## config.mk

```make
export PLATFORM = sky130hd
export DESIGN_NAME = bt_tag_manager
export DESIGN_NICKNAME = d
export VERILOG_FILES = /design/src/rtl/bt_pkg.sv /design/src/rtl/bt_first_free.sv /design/src/rtl/bt_inval_match.sv /design/src/rtl/bt_tag_manager.sv
export SDC_FILE = /design/constraint.sdc
export NUM_CORES = 1
export LEC_CHECK = 0
export BUFFER_PORTS_ARGS = -buffer_cell sky130_fd_sc_hd__buf_4
export CAP_MARGIN = 20
export CELL_PAD_IN_SITES_DETAIL_PLACEMENT = 1
export CELL_PAD_IN_SITES_GLOBAL_PLACEMENT = 2
export CORE_ASPECT_RATIO = 0.9
export CORE_MARGIN = 5
export CORE_UTILIZATION = 36
export CTS_CLUSTER_DIAMETER = 100
export DETAILED_ROUTE_END_ITERATION = 6
export PLACE_DENSITY = 0.91
export SETUP_SLACK_MARGIN = 0.5
export SYNTH_ARGS = -nofsm -noshare
export SYNTH_HDL_FRONTEND = slang
export SYNTH_SLANG_ARGS = --single-unit
```

## constraint.sdc

```tcl
create_clock -name clk -period 3.5 [get_ports clk]
set_clock_uncertainty 0.2 [all_clocks]
set_input_delay 0.7 -clock clk [delete_from_list [all_inputs] [get_ports clk]]
set_output_delay 0.7 -clock clk [all_outputs]
set_load 0.01 [all_outputs]
```

## src/rtl/bt_pkg.sv

```systemverilog
package bt_pkg;
    typedef enum logic {
        MODE_RUN    = 1'b0,
        MODE_SQUASH = 1'b1
    } bt_mode_e;
endpackage

```

## src/rtl/bt_first_free.sv

```systemverilog
module bt_first_free #(
    parameter int N = 8,
    parameter int W = 3
) (
    input  logic [N-1:0] vec,
    output logic         found,
    output logic [W-1:0] idx
);
    always_comb begin
        found = |vec;
        idx   = '0;
        for (int i = N - 1; i >= 0; i--) begin
            if (vec[i]) idx = W'(i);
        end
    end
endmodule

```

## src/rtl/bt_inval_match.sv

```systemverilog
module bt_inval_match #(
    parameter int NUM_ENT = 4,
    parameter int TAG_W   = 3
) (
    input  logic                     clk,
    input  logic                     rst_n,
    input  logic                     inv_valid,
    input  logic [TAG_W-1:0]         inv_tag,
    input  logic [NUM_ENT*TAG_W-1:0] ent_tags,
    output logic [NUM_ENT-1:0]       ent_squash
);
    for (genvar e = 0; e < NUM_ENT; e++) begin : g_ent
        assign ent_squash[e] = inv_valid && (ent_tags[e*TAG_W +: TAG_W] == inv_tag);
    end


    squash_needs_inv_chk: assert property (@(posedge clk) disable iff (!rst_n)
        (|ent_squash) |-> inv_valid);
endmodule

```

## src/rtl/bt_tag_manager.sv

```systemverilog
module bt_tag_manager
    import bt_pkg::*;
#(
    parameter int NUM_TAGS = 8,
    parameter int NUM_ENT  = 4
) (
    input  logic                                      clk,
    input  logic                                      rst_n,
    input  logic                                      br_req,
    output logic                                      br_grant,
    output logic [$clog2(NUM_TAGS)-1:0]               br_tag,
    output logic [$clog2(NUM_TAGS)-1:0]               cur_tag,
    output logic                                      stall,
    input  logic                                      resolve_ok,
    input  logic [$clog2(NUM_TAGS)-1:0]               resolve_tag,
    input  logic                                      mispred,
    input  logic [$clog2(NUM_TAGS)-1:0]               mispred_tag,
    output logic                                      inv_valid,
    output logic [$clog2(NUM_TAGS)-1:0]               inv_tag,
    input  logic [NUM_ENT*$clog2(NUM_TAGS)-1:0]       ent_tags,
    output logic [NUM_ENT-1:0]                        ent_squash
);
    localparam int TAG_W = $clog2(NUM_TAGS);
    localparam int CNT_W = $clog2(NUM_TAGS + 1);

    typedef struct packed {
        logic [NUM_TAGS-1:0][TAG_W-1:0] order;
        logic [CNT_W-1:0]               cnt;
        logic [NUM_TAGS-1:0]            free;
        bt_mode_e                       mode;
        logic [TAG_W-1:0]               target;
    } state_t;

    state_t q, d;

    logic             ff_found;
    logic [TAG_W-1:0] ff_idx;
    logic [TAG_W-1:0] tail_idx, prev_idx;
    logic             hit;
    logic [TAG_W-1:0] hit_idx;
    logic             pop;
    logic [CNT_W-1:0] base_cnt;
    logic [CNT_W-1:0] cnt_m1;

    bt_first_free #(.N(NUM_TAGS), .W(TAG_W)) u_ff (
        .vec   (q.free),
        .found (ff_found),
        .idx   (ff_idx)
    );

    assign cnt_m1   = q.cnt - CNT_W'(1);
    assign tail_idx = cnt_m1[TAG_W-1:0];
    assign prev_idx = tail_idx - TAG_W'(1);

    // locate the mispredicted tag in the age list
    always_comb begin
        hit     = 1'b0;
        hit_idx = '0;
        for (int i = 0; i < NUM_TAGS; i++) begin
            if (!hit && (CNT_W'(i) < q.cnt) && (q.order[i] == mispred_tag)) begin
                hit     = 1'b1;
                hit_idx = TAG_W'(i);
            end
        end
    end

    assign stall     = (q.mode == MODE_SQUASH) || !ff_found;
    assign br_grant  = br_req && !stall && !mispred;
    assign br_tag    = ff_idx;
    assign inv_valid = (q.mode == MODE_SQUASH);
    assign inv_tag   = q.order[tail_idx];
    assign cur_tag   = (q.mode == MODE_SQUASH) ? q.target : q.order[tail_idx];

    always_comb begin
        d        = q;
        pop      = 1'b0;
        base_cnt = q.cnt;
        if (q.mode == MODE_SQUASH) begin
            // retire the youngest tag that was broadcast this cycle
            d.free[q.order[tail_idx]] = 1'b1;
            d.cnt = cnt_m1;
            if (q.order[prev_idx] == q.target) d.mode = MODE_RUN;
        end else if (mispred) begin
            if (hit && (hit_idx != tail_idx)) begin
                d.mode   = MODE_SQUASH;
                d.target = mispred_tag;
            end
        end else begin
            pop = resolve_ok && (q.cnt >= CNT_W'(2)) && (resolve_tag == q.order[0]);
            if (pop) begin
                d.free[q.order[0]] = 1'b1;
                for (int i = 0; i < NUM_TAGS - 1; i++) d.order[i] = q.order[i+1];
                base_cnt = cnt_m1;
            end
            if (br_grant) begin
                d.order[base_cnt[TAG_W-1:0]] = ff_idx;
                d.free[ff_idx]               = 1'b0;
            end
            d.cnt = base_cnt + CNT_W'(br_grant);
        end
    end

    always_ff @(posedge clk) begin
        if (!rst_n) begin
            q.order  <= '0;
            q.cnt    <= CNT_W'(1);
            q.free   <= {{(NUM_TAGS-1){1'b1}}, 1'b0};
            q.mode   <= MODE_RUN;
            q.target <= '0;
        end else begin
            q <= d;
        end
    end

    bt_inval_match #(.NUM_ENT(NUM_ENT), .TAG_W(TAG_W)) u_match (
        .clk        (clk),
        .rst_n      (rst_n),
        .inv_valid  (inv_valid),
        .inv_tag    (inv_tag),
        .ent_tags   (ent_tags),
        .ent_squash (ent_squash)
    );


    pool_consistent_chk: assert property (@(posedge clk) disable iff (!rst_n)
        ($countones(q.free) + int'(q.cnt)) == NUM_TAGS);


    grant_becomes_current_chk: assert property (@(posedge clk) disable iff (!rst_n)
        br_grant |=> (cur_tag == $past(br_tag)));


    inv_frees_tag_chk: assert property (@(posedge clk) disable iff (!rst_n)
        inv_valid |=> q.free[$past(inv_tag)]);


    squash_blocks_grant_chk: assert property (@(posedge clk) disable iff (!rst_n)
        inv_valid |-> (stall && !br_grant));


    inv_not_target_chk: assert property (@(posedge clk) disable iff (!rst_n)
        inv_valid |-> (inv_tag != cur_tag));


    list_never_empty_chk: assert property (@(posedge clk) disable iff (!rst_n)
        q.cnt != '0);
endmodule

```

==> results.yml <==
outcome:
  outcome: "completed"
logic_synthesis:
  ys_seq_elements: 40
  synth_area_um2: 3830
  synth_top_area_frac: 0.209
  syn_avg_cell_area_um2: 8.10
  yosysWarningCount: 0
  synth_top_cell_by_area: "dfxtp_1"
  synth_seq_area_share: 0.209
  ys_types: 73
  syn-num-nets: 505
  synth_area_leaders: "dfxtp_1 (21%), xor2_1 (6.2%), nor2_1 (5.8%)"
  syn-instance-count: 473
  ys.flop_type: "dfxtp_1"
  synth-edff-count: 0
  synthArstFlopShare: 0
drt:
  wl_per_cell_um: 22.7
  via_per_inst: 6.20
  first_pass_iters: 5
  drc: 0
  antenna_left: 0
  drt-initial-drc-count: 321
  vias: 4012
  drt-total-wl_um: 14700
setup_path:
  cp-start-kind: "flop"
  worstPathRequired_ns: 2.60
  critPathArrivalTime_ns: 2.37
  slowest_delay_ns: 0.59
  path_cells: "inv_4 -> ha_4 -> buf_12 -> mux2i_2 -> mux4_2 -> xor2_1 -> nand3_1 -> nor2_2 -> buf_4"
  path_max_fanout: 6
  worstSetupEndpointType: "output pin"
  critPathSlowestCell: "mux4_2"
  r2r_setup_slack_ns: 0.67
  cp_top_family: "multiplexers"
  critical_path_class: "reg -> out"
  crit_buf_inv: 3
floorplanning:
  placeableCoreArea_um2: 10300
  initial_core_util: 0.371
  chipWidth_um: 119
  die_y_um: 108
  io_pins: 39
  row_count: 35
  die-area_um2: 12800
pwr:
  p_leak_nw: 1.81
  p_comb_frac: 0.320
  clockPowerShare: 0.335
  netSwitchingFraction: 0.339
  seq_power_share: 0.345
  peakVddDrop_v: 0.000180
  internal-power_mw: 0.961
  p_sw_mw: 0.492
  power_density_nw_per_um2: 314
  total_power_mw: 1.45
grt:
  grt_pass1_wl_um: 23100
  gr-total-overflow: 0
  grt_max_degree: 45
  first_global_vias: 4010
  grt.total_usage: 0.230
  antenna_found_initial: 0
sta:
  max_freq_mhz: 306
  setup_tns_ns: 0
  worstMarginPinSlew_ns: 0.642
  fin_hold_ws_ns: 0.313
  period_share: 0.934
  drv_slew: 0
  finalCriticalPeriod_ns: 3.27
  slew_headroom: 0.568
  grt_setup_unrepaired: "true"
  setup_viol: 0
  hold_viol_final: 0
  timing.final.ws_setup_ns: 0.230
final_layout:
  drive_gt1_frac: 0.259
  diodes: 0
  layout_common_cells: "buf_4 (68), nor2_1 (55), o21ai_0 (37)"
  stdcell_count: 647
  final_common_cell: "buf_4"
  syn2layout_area_growth_pct: 20.9
  nets: 549
clock_tree:
  clock_insertion_delay_worst_skew_ns: 0.29
  postCtsHoldBufs: 0
  clkTransAtPathRegs_ns: 0.06
  cts-root-buf: "clkbuf_16"
  cts.sinks: 40
  clk_path_buf_depth: 2
  cts_inserted_buffers: 5
  cts_tree: "done"
  cts_max_level: 2
placed_design:
  port_buffers: 38
  pre_cts_ws_ns: 0.225
  dp.cells: 626
  gp_congestion: 0.903
  dp_hpwl_um: 10400
run:
  max_cap_viol_count: 0
worst_hold_path:
  hold_class: "reg -> reg"
flip-flops by register name, indices dropped and copies added, names as in the netlist:
register / count
q: 39
inv_valid: 1
stage by stage:
| stage | util | area [µm²] |
|---|---|---|
| after floorplan | - | 3900 |
| after global placement | 0.416 | 4300 |
| after detailed placement | 0.416 | 4300 |
| after CTS | 0.446 | 4610 |
| after global routing | 0.448 | 4630 |
| final | 0.448 | 4630 |
area by class of cell:
class / count / area [µm²]
well taps: 129 / 161
repair buffers: 73 / 593
clock inverters: 1 / 7.51
fillers: 1225 / 5700
flip-flops and latches: 40 / 811
inverters: 10 / 47.5
clock buffers: 7 / 143
multi-input cells: 387 / 2870
worst register-to-register path, cell delays in order (launching register included):
cell and delay, ns:
dfxtp_4 0.37, buf_12 0.17, ha_1 0.21, or2_4 0.27, a2111oi_4 0.47, nor2_1 0.13
a31o_2 0.27, a22oi_1 0.15, a21bo_2 0.29, o21a_1 0.19
per-layer routing:
metal | track usage | wire length [µm]
met1 | 0.301 | 6360
met2 | 0.391 | 7110
met3 | 0.0389 | 894
met4 | 0.0670 | 346
met5 | 0 | 0
what timing repair did:
action / CTS / global route
setup endpoints to repair: 11 / 10
pin swaps: 3 / 4
resized for setup: 15 / 5
setup buffers: 11 / 2
final timing paths:
kind | startpoint | endpoint | depth (start not counted)
worst min register to register | q[0] | q[0] | 2
worst max-delay path | q[13] | ent_squash[3] | 9
worst max register to register | q[12] | inv_valid | 9
worst min-delay path | q[0] | q[0] | 2
power groups by stage:
stage,Combinational [mW],Clock (mW),Sequential [mW]
after floorplan,0.301,0,0.498
after global placement,0.403,0,0.508
after detailed placement,0.414,0,0.510
after CTS,0.456,0.491,0.499
after global routing,0.502,0.505,0.502
final,0.465,0.487,0.501
Yosys cell counts (5+ instances only):
cell type,number
xor2_1,27
mux4_2,8
a21oi_1,9
ha_1,9
nand3_1,15
nor4_1,5
xnor2_1,21
clkbuf_1,17
inv_1,8
o21ai_0,37
a211oi_1,21
o22ai_1,11
buf_2,8
o21a_1,5
nor2b_1,7
nand2b_1,7
nor2_1,59
mux2i_1,15
nand2_1,35
dfxtp_1,40
buf_6,7
o2111a_1,9
mux2_2,5
nor3_1,11
kinds of logic (layout without fill, tap and decap cells):
logic type / count (synthesis) / in the layout / synth area share
compound gates: 135 / 135 / 0.259
simple gates: 163 / 163 / 0.207
xor+xnor: 48 / 48 / 0.110
buf+inv: 46 / 91 / 0.0634
fa+ha+maj: 9 / 9 / 0.0294
mux: 32 / 32 / 0.122
flops: 40 / 40 / 0.209
Note: power is estimated with default switching activity, not from simulation.
